[src/rtl/ustep_pkg.sv]
package ustep_pkg;
  typedef enum logic [1:0] {
    DK_SLOW  = 2'b00,
    DK_FAST  = 2'b01,
    DK_MIXED = 2'b10
  } decay_e;

  function automatic decay_e sel_to_decay(input logic [1:0] sel);
    case (sel)
      2'b00:   return DK_SLOW;
      2'b01:   return DK_FAST;
      default: return DK_MIXED;
    endcase
  endfunction
endpackage

[src/rtl/ustep_edge.sv]
module ustep_edge #(
  parameter int STAGES = 2
) (
  input  logic clk,
  input  logic rst_n,
  input  logic din,
  output logic rise
);
  logic [STAGES:0] sh;

  always_ff @(posedge clk or negedge rst_n) begin
    if (!rst_n) sh <= '0;
    else        sh <= {sh[STAGES-1:0], din};
  end

  assign rise = sh[STAGES-1] & ~sh[STAGES];
endmodule

[src/rtl/ustep_pos.sv]
module ustep_pos #(
  parameter int IDX_W = 5,
  parameter int HOME  = 4
) (
  input  logic             clk,
  input  logic             rst_n,
  input  logic             hold,
  input  logic             fire,
  input  logic             dir,
  input  logic             ms_a,
  input  logic             ms_b,
  output logic [IDX_W-1:0] idx,
  output logic [IDX_W-1:0] nxt
);
  localparam int QTR = 1 << (IDX_W - 2);
  logic [IDX_W-1:0] inc;

  always_comb begin
    inc = IDX_W'(QTR >> {ms_b, ms_a});
    nxt = dir ? idx + inc : idx - inc;
  end

  always_ff @(posedge clk or negedge rst_n) begin
    if (!rst_n)     idx <= IDX_W'(HOME);
    else if (hold)  idx <= IDX_W'(HOME);
    else if (fire)  idx <= nxt;
  end


  idx_still_chk: assert property (@(posedge clk) disable iff (!rst_n)
    (!fire && !hold) |=> $stable(idx));

  hold_home_chk: assert property (@(posedge clk) disable iff (!rst_n)
    hold |=> (idx == IDX_W'(HOME)));
endmodule

[src/rtl/ustep_phase.sv]
module ustep_phase #(
  parameter int IDX_W  = 5,
  parameter bit COSINE = 1'b1,
  parameter int MAG_W  = $clog2((1 << (IDX_W - 2)) + 1)
) (
  input  logic [IDX_W-1:0] idx,
  output logic [MAG_W-1:0] mag,
  output logic             neg
);
  localparam int Q = 1 << (IDX_W - 2);
  int h, p;

  always_comb begin
    h = int'(idx[IDX_W-2:0]);
    p = int'(idx);
  end

  generate
    if (COSINE) begin : g_cos
      always_comb begin
        mag = (h <= Q) ? MAG_W'(Q - h) : MAG_W'(h - Q);
        neg = (p > Q) && (p < 3 * Q);
      end
    end else begin : g_sin
      always_comb begin
        mag = (h <= Q) ? MAG_W'(h) : MAG_W'(2 * Q - h);
        neg = (p > 2 * Q);
      end
    end
  endgenerate
endmodule

[src/rtl/ustep_decay.sv]
module ustep_decay
  import ustep_pkg::*;
#(
  parameter int MAG_W = 4
) (
  input  logic             clk,
  input  logic             rst_n,
  input  logic             hold,
  input  logic             move,
  input  logic [MAG_W-1:0] old_mag,
  input  logic [MAG_W-1:0] new_mag,
  input  logic [1:0]       sel,
  output decay_e           decay
);
  always_ff @(posedge clk or negedge rst_n) begin
    if (!rst_n)     decay <= DK_MIXED;
    else if (hold)  decay <= DK_MIXED;
    else if (move)  decay <= (new_mag < old_mag) ? sel_to_decay(sel) : DK_SLOW;
  end


  rise_slow_chk: assert property (@(posedge clk) disable iff (!rst_n)
    (move && !hold && new_mag >= old_mag) |=> (decay == DK_SLOW));

  hold_mixed_chk: assert property (@(posedge clk) disable iff (!rst_n)
    hold |=> (decay == DK_MIXED));
endmodule

[src/rtl/ustep_indexer.sv]
module ustep_indexer
  import ustep_pkg::*;
#(
  parameter int IDX_W       = 5,
  parameter int SYNC_STAGES = 2,
  parameter int MAG_W       = $clog2((1 << (IDX_W - 2)) + 1)
) (
  input  logic             clk,
  input  logic             rst_n,
  input  logic             drv_rst_n,
  input  logic             uvlo,
  input  logic             step_in,
  input  logic             dir,
  input  logic             ms_a,
  input  logic             ms_b,
  input  logic [1:0]       decay_sel,
  output logic [MAG_W-1:0] ph1_mag,
  output logic             ph1_neg,
  output logic [MAG_W-1:0] ph2_mag,
  output logic             ph2_neg,
  output logic             home_n,
  output logic             out_en,
  output logic [1:0]       ph1_decay,
  output logic [1:0]       ph2_decay
);
  localparam int Q    = 1 << (IDX_W - 2);
  localparam int HOME = Q / 2;

  logic             fire, hold, move;
  logic [IDX_W-1:0] idx, nxt;
  logic [MAG_W-1:0] cur_mag [2];
  logic [MAG_W-1:0] nxt_mag [2];
  logic             cur_neg [2];
  logic             nxt_neg [2];
  decay_e           dk      [2];

  assign hold = !drv_rst_n || uvlo;
  assign move = fire && !hold;

  ustep_edge #(.STAGES(SYNC_STAGES)) u_edge (
    .clk(clk), .rst_n(rst_n), .din(step_in), .rise(fire)
  );

  ustep_pos #(.IDX_W(IDX_W), .HOME(HOME)) u_pos (
    .clk(clk), .rst_n(rst_n), .hold(hold), .fire(fire), .dir(dir),
    .ms_a(ms_a), .ms_b(ms_b), .idx(idx), .nxt(nxt)
  );

  for (genvar g = 0; g < 2; g++) begin : g_ph
    ustep_phase #(.IDX_W(IDX_W), .COSINE(g == 0), .MAG_W(MAG_W)) u_cur (
      .idx(idx), .mag(cur_mag[g]), .neg(cur_neg[g])
    );
    ustep_phase #(.IDX_W(IDX_W), .COSINE(g == 0), .MAG_W(MAG_W)) u_nxt (
      .idx(nxt), .mag(nxt_mag[g]), .neg(nxt_neg[g])
    );
    ustep_decay #(.MAG_W(MAG_W)) u_dk (
      .clk(clk), .rst_n(rst_n), .hold(hold), .move(move),
      .old_mag(cur_mag[g]), .new_mag(nxt_mag[g]), .sel(decay_sel), .decay(dk[g])
    );
  end

  always_ff @(posedge clk or negedge rst_n) begin
    if (!rst_n) out_en <= 1'b0;
    else        out_en <= !hold;
  end

  assign ph1_mag   = cur_mag[0];
  assign ph1_neg   = cur_neg[0];
  assign ph2_mag   = cur_mag[1];
  assign ph2_neg   = cur_neg[1];
  assign home_n    = (idx != IDX_W'(HOME));
  assign ph1_decay = dk[0];
  assign ph2_decay = dk[1];


  phase_sum_chk: assert property (@(posedge clk) disable iff (!rst_n)
    (int'(ph1_mag) + int'(ph2_mag)) == Q);

  home_flag_chk: assert property (@(posedge clk) disable iff (!rst_n)
    !home_n |-> (ph1_mag == MAG_W'(HOME) && ph2_mag == MAG_W'(HOME) && !ph1_neg && !ph2_neg));

  hold_off_chk: assert property (@(posedge clk) disable iff (!rst_n)
    hold |=> !out_en);
endmodule

[config.mk]
export PLATFORM = sky130hd
export DESIGN_NAME = ustep_indexer
export DESIGN_NICKNAME = d
export VERILOG_FILES = /design/src/rtl/ustep_pkg.sv /design/src/rtl/ustep_edge.sv /design/src/rtl/ustep_pos.sv /design/src/rtl/ustep_phase.sv /design/src/rtl/ustep_decay.sv /design/src/rtl/ustep_indexer.sv
export SDC_FILE = /design/constraint.sdc
export NUM_CORES = 1
export LEC_CHECK = 0
export BUFFER_PORTS_ARGS = -buffer_cell sky130_fd_sc_hd__buf_2
export CORE_UTILIZATION = 55
export CTS_BUF_LIST = sky130_fd_sc_hd__clkbuf_8
export DETAILED_ROUTE_END_ITERATION = 8
export PLACE_DENSITY = 0.81
export SLEW_MARGIN = 0
export SYNTH_ARGS = -nofsm -noshare
export SYNTH_HDL_FRONTEND = slang
export SYNTH_SLANG_ARGS = --single-unit
export TNS_END_PERCENT = 1
[constraint.sdc]
create_clock -name clk -period 3.5 [get_ports clk]
set_input_delay 0.175 -clock clk [delete_from_list [all_inputs] [get_ports clk]]
set_output_delay 0.175 -clock clk [all_outputs]
set_load 0.02 [all_outputs]
==> results of run 1 <==
flip-flops by register name, summed over array words and instances (netlist names):
signal,flops
g_ph.u_dk.decay,4
out_en,1
u_edge.sh,3
u_pos.idx,5
metal layers:
layer / routed length (um) / share of wire
met5: 0 / 0
met2: 1110 / 0.49
met3: 66 / 0.029
met1: 1030 / 0.46
met4: 51 / 0.023
cells in the final DEF (no fill, tap or decap), drive strengths merged, types with 2 or more instances in the layout:
master	instances
mux2	2
mux2i	2
o21ai	13
a21o	3
xor2	2
nor2b	4
dfrtp	10
inv	18
nand2	13
o211ai	2
buf	29
dfstp	3
o21a	3
nand2b	4
nor2	5
xnor2	3
a21oi	11
ha	14
clkbuf	3
logic make-up (layout without fill, tap and decap cells):
family / Yosys count / in the layout
compound gates: 36 / 36
xor+xnor: 5 / 5
fa+ha+maj: 15 / 15
buf+inv: 23 / 51
flops: 13 / 13
mux: 4 / 4
simple gates: 34 / 34
how the worst min path moves through the flow:
stage                  from               endpoint  slack [ps]  depth (start not counted)
finish              step_in           u_edge.sh[0]          40                          1
global route        step_in           u_edge.sh[0]          40                          1
CTS                 step_in           u_edge.sh[0]          40                          1
detailed placement    rst_n           u_edge.sh[0]          70                          1
global placement      rst_n           u_edge.sh[0]          60                          1
floorplan             rst_n  g_ph[0].u_dk.decay[0]        -120                          0
metrics by stage:
step | std cells | worst slack, ps
finish | 183 | 260
CTS | 183 | 273
global route | 183 | 34.9
global placement | 178 | 229
floorplan | 130 | 507
detailed placement | 178 | 43.4
final cells by class:
cell class                      instances  area share
Clock buffer                            3      0.0313
Clock inverter                          1     0.00285
Multi-Input combinational cell         94       0.519
Sequential cell                        13       0.250
Tap cell                               25      0.0237
Timing Repair Buffer                   30       0.125
Inverter                               17      0.0484
power by group:
group          internal (W)  switching [W]
combinational     0.0000709      0.0000884
sequential         0.000157     0.00000517
clock             0.0000769      0.0000465
==> flow_metrics.tcl, run 1 <==
set metrics [dict create \
    fmaxAchievable_mhz 309 \
    final.period_utilization 0.926 \
    grtUsageMet1 0.286 \
    synth_compound_gate_area_share 0.198 \
    synth.area.top_cells "dfrtp_1, ha_1, dfstp_2" \
    ff_latch_area_um2 329 \
    final_antenna_net_count 0 \
    std_cell_rows 15 \
    final_layout_size_suffix_gt1_frac 0.247 \
    clock_skew_ps 2.71 \
    number_of_enable_type_register_cells_in_the_synthesized_netlist 0 \
    slowest_delay_ps 620 \
    post_synth_mux_area_share 0.0384 \
    grt_start_max_net_pins 14 \
    totalWireLength_um 2260 \
    final_area_um2 1320 \
    post_synth_num_cell_types 35 \
    simple_gate_share_of_the_synthesized_area 0.153 \
    detail_route.vias_per_cell 5.38 \
    setup_viol_count_final 0 \
    status "finished, final reports clean" \
    cp_data_required_time_ps 3650 \
    path_max_fanout 5 \
    synth-seq-cells 13 \
    critical-path-top-delay-family "adder cells" \
    grt_pass1_wl_um 3560 \
    maxSlewViolCount 0 \
    cts-resized-gates 0 \
    total_count_of_hold_check_failures_in_the_final_report 0 \
    crit_path_start_kind "input port" \
    postCtsHoldBufs 1 \
    cts_inserted_buffers 3 \
    synth_async_reset_ratio 1.00 \
    gr-usage-all-layers 0.233 \
    worstSetupPathType "in -> reg" \
    main_flop_type_after_synthesis "dfrtp_1" \
    reg2reg_from "u_pos.idx[0]" \
    finalPower_w 0.000445 \
    cts_tree "yes" \
    cts_htree_levels 1 \
    postLayoutCoreUtil 0.732 \
    critical_path.n_buffers_inverters 4 \
    ir_drop_mv 0.282 \
    drtPass1Iterations 4 \
    post-route-min-period_ps 3240 \
    cells_after_synth 130 \
    synth_top_area_frac 0.226 \
    synth.net_count 155 \
    setup_total_negative_slack_ps 0 \
    hp-class "in -> reg" \
    combinational_family_with_the_most_area_after_synthesis "compound AO/OA/AOI/OAI gates" \
    first_global_vias 844 \
    r2r_end "g_ph[0].u_dk.decay[1]" \
    drt-wirelength-per-cell_um 12.4 \
    timing.critical_path.depth 17 \
    post_synth_fa_ha_maj_area_fraction 0.176 \
    floorplan.initialDensity 0.615 \
    yosys.area_share.xor_xnor 0.0531 \
    netlist_top_cells_count "inv_1, ha_1, nand2_1, o21ai_0, dfrtp_1" \
    remaining_drc_errors 0 \
    netlist_area_um2 1110 \
    final_nets 184 \
    die-area_um2 2200 \
    synthDominantAreaCellType "dfrtp_1" \
    final.hold.worst_slack_ps 44.9 \
    first_iter_violations 9 \
    timing.critical_path.from "ms_a" \
    cp_cell_sequence "buf_2, inv_1, nand2_1, ha_1, inv_1, mux2i_1, fa_1, inv_1, ha_1, a21oi_2, mux2_1, ha_1, nor2b_1, o21a_1, o21ai_0, nand2b_1, o21ai_0" \
    cts-root-to-sink-buffers 2 \
    clk_latency_ps 230 \
    areaGrowthSynthToFinish_pct 19.1 \
    clk_pin_slew_ps 50 \
    yosys.cell_count.top_type "inv_1" \
    ys_seq_area_frac 0.297 \
    multiInputGateArea_um2 684 \
    rrSetupSlack_ps 310 \
    power_per_cell_area_nw_per_um2 337 \
    maxCapViolations 0 \
    postCtsSetupRepairBufs 0 \
    cts-root-buf "clkbuf_8" \
    dr_total_vias 985 \
    ios 26 \
    core_area_um2 1800 \
    use_met3 0.0154 \
    clock_sinks 13 \
    crit_path_end "g_ph[0].u_dk.decay[1]" \
    power.static_leakage_nw 0.693 \
    fillers 155 \
    worstMarginPinSlew_ps 383 \
    routability_cong 0.728 \
    worst-endpoint-arrival_ps 3390 \
    slew_headroom 0.745 \
    syn_area_per_cell_um2 8.52 \
    num_antenna_cells 0 \
    yosysWarningCount 0 \
    timing.critical_path.slowest_stage_cell "fa_1" \
    number_of_antenna_violations_at_the_first_check_in_global_routing 0 \
    floorplan.die.width_um 46.9 \
    ff2ff_path_depth 12 \
    dp.final_hpwl_um 1840 \
    timing.critical_path.to_type "register" \
    global_route.usage.met2 0.406 \
    top_usage_layer "met2" \
    placement.io_buffers 25 \
    grt_setup_unrepaired "false" \
    die_height_um 46.9 \
    grt_remaining_overflow 0 \
    placement.cell_area_um2 1260 \
]
No activity file was read; power rests on OpenSTA's default activity.
==> run 2, diff against run 1 <==
Clock period 3.5 ns to 3.22 ns, I/O delays scaled along.
==> flow_metrics.tcl, run 2 (synthesis gave the netlist of run 1 again) <==
set metrics [dict create \
    status "finished, final reports clean" \
    placement.setup.worst_slack_ps -114 \
    timing.critical_path.to_type "register" \
    slew_headroom 0.739 \
    remaining_drc_errors 0 \
    areaGrowthSynthToFinish_pct 20.9 \
    die-area_um2 2200 \
    dr_total_vias 972 \
    cp_data_required_time_ps 3380 \
    slowest_delay_ps 530 \
    maxSlewViolCount 0 \
    timing.critical_path.from "ms_a" \
    drtPass1Iterations 4 \
    final_antenna_net_count 0 \
    total_count_of_hold_check_failures_in_the_final_report 0 \
    final_layout_size_suffix_gt1_frac 0.258 \
    registers.top_by_ff_count "u_pos.idx" \
    core_area_um2 1800 \
    cp_cell_sequence "buf_2, inv_1, nand2_1, ha_1, inv_1, mux2i_4, fa_1, inv_1, ha_1, a21oi_2, mux2_1, ha_1, nor2b_1, o21a_1, o21ai_0, nand2b_1, o21ai_1" \
    ios 26 \
    timing.critical_path.slowest_stage_cell "fa_1" \
    largestRegisters "u_pos.idx (5), g_ph.u_dk.decay (4), u_edge.sh (3)" \
    grt_setup_unrepaired "true" \
    routability_cong 0.799 \
    postLayoutCoreUtil 0.743 \
    clk_pin_slew_ps 50 \
    final_cell_count_no_fill 184 \
    ff2ff_path_depth 12 \
    timing.critical_path.depth 17 \
    std_cell_rows 15 \
    worst-endpoint-arrival_ps 3200 \
    final_nets 185 \
    setup_viol_count_final 0 \
    post-route-min-period_ps 3040 \
    critical_path.n_buffers_inverters 4 \
    most_frequent_cells_in_the_layout "buf_2, inv_1, ha_1, nand2_1, dfrtp_1" \
    detail_route.vias_per_cell 5.28 \
    rrSetupSlack_ps 260 \
    final.period_utilization 0.945 \
    die_height_um 46.9 \
    critical-path-top-delay-family "adder cells" \
    floorplan.initialDensity 0.615 \
    use_met3 0.0154 \
    fmaxAchievable_mhz 329 \
    layout.cells.most_common "buf_2" \
    floorplan.die.width_um 46.9 \
    clock_sinks 13 \
    setup_total_negative_slack_ps 0 \
    clk_latency_ps 240 \
    cts-root-to-sink-buffers 2 \
    hp-class "in -> reg" \
    power.static_leakage_nw 0.697 \
    reg2reg_from "u_pos.idx[0]" \
    grt_pass1_wl_um 3840 \
    worstSetupPathType "in -> reg" \
    maxCapViolations 0 \
    grt_remaining_overflow 0 \
    first_global_vias 960 \
    gr-usage-all-layers 0.253 \
    cts_inserted_buffers 3 \
    max_ffs_per_register 5 \
    layout_setup_ws_ps 179 \
    global_route.usage.met2 0.472 \
    number_of_antenna_violations_at_the_first_check_in_global_routing 0 \
    crit_path_start_kind "input port" \
    postCtsSetupRepairBufs 0 \
    grtUsageMet1 0.289 \
    dp.final_hpwl_um 1900 \
    cts-root-buf "clkbuf_8" \
    clock_skew_ps 1.56 \
    totalWireLength_um 2490 \
    drt-wirelength-per-cell_um 13.5 \
    placement.io_buffers 25 \
    dp_cells 179 \
    num_antenna_cells 0 \
    power_per_cell_area_nw_per_um2 372 \
    grt_start_max_net_pins 14 \
    first_iter_violations 20 \
    crit_path_end "g_ph[1].u_dk.decay[0]" \
    r2r_end "g_ph[1].u_dk.decay[0]" \
    cts_htree_levels 1 \
    top_usage_layer "met2" \
    path_max_fanout 3 \
    worstMarginPinSlew_ps 391 \
    ir_drop_mv 0.361 \
    cts_tree "yes" \
]
[run 2: cell count changes in the layout (fill, tap and decap cells not counted)]
cell,before,now
mux2i_1,2,1
o21ai_0,13,8
buf_4,4,5
mux2i_4,0,1
o21ai_1,0,5
[run 2: final cells by class]
type	instances	area [um^2]
inverter	17	63.8
multi-input combinational	94	697
timing repair buffer	31	173
fill	143	463
clock buffer	3	41.3
sequential	13	329
tap	25	31.3
clock inverter	1	3.75
[run 2: worst min-delay path by stage]
stage,slack [ps],from,endpoint,depth (start not counted)
after floorplan,-130,rst_n,g_ph[0].u_dk.decay[0],0
after CTS,20,step_in,u_edge.sh[0],1
final,30,step_in,u_edge.sh[0],1
after global placement,50,rst_n,u_edge.sh[0],1
after global routing,20,step_in,u_edge.sh[0],1
after detailed placement,60,rst_n,u_edge.sh[2],1
[run 2: repair_timing]
action | CTS | global route
gates resized for setup | 0 | 7
hold buffers | 1 | 0
hold endpoints to repair | 10 | 0
endpoints found under the setup margin | 0 | 4
[run 2: stage by stage]
stage | cell area, um^2 | total power (W) | hold slack, ps
6_report | 1340 | 0.000498 | 29.2
5_1_grt | 1340 | 0.000533 | 17.3
4_1_cts | 1330 | 0.000497 | 23.0
3_5_place_dp | 1270 | 0.000354 | 60.2
3_3_place_gp | 1270 | 0.000343 | 50.0
2_1_floorplan | 1110 | 0.000299 | -135
[run 2: routing by layer]
metal / vias to the layer above / wire (um)
li1: 497 / -
met1: 444 / 1090
met2: 31 / 1330
met3: 0 / 71
met4: 0 / 0
met5: - / 0
[run 2: report_power, final]
| group | total, W | internal [W] | leakage (nW) | switching (W) |
|---|---|---|---|---|
| registers | 0.000177 | 0.000170 | 0.163 | 0.00000619 |
| logic | 0.000185 | 0.0000825 | 0.508 | 0.000102 |
| clock network | 0.000137 | 0.0000838 | 0.0269 | 0.0000529 |
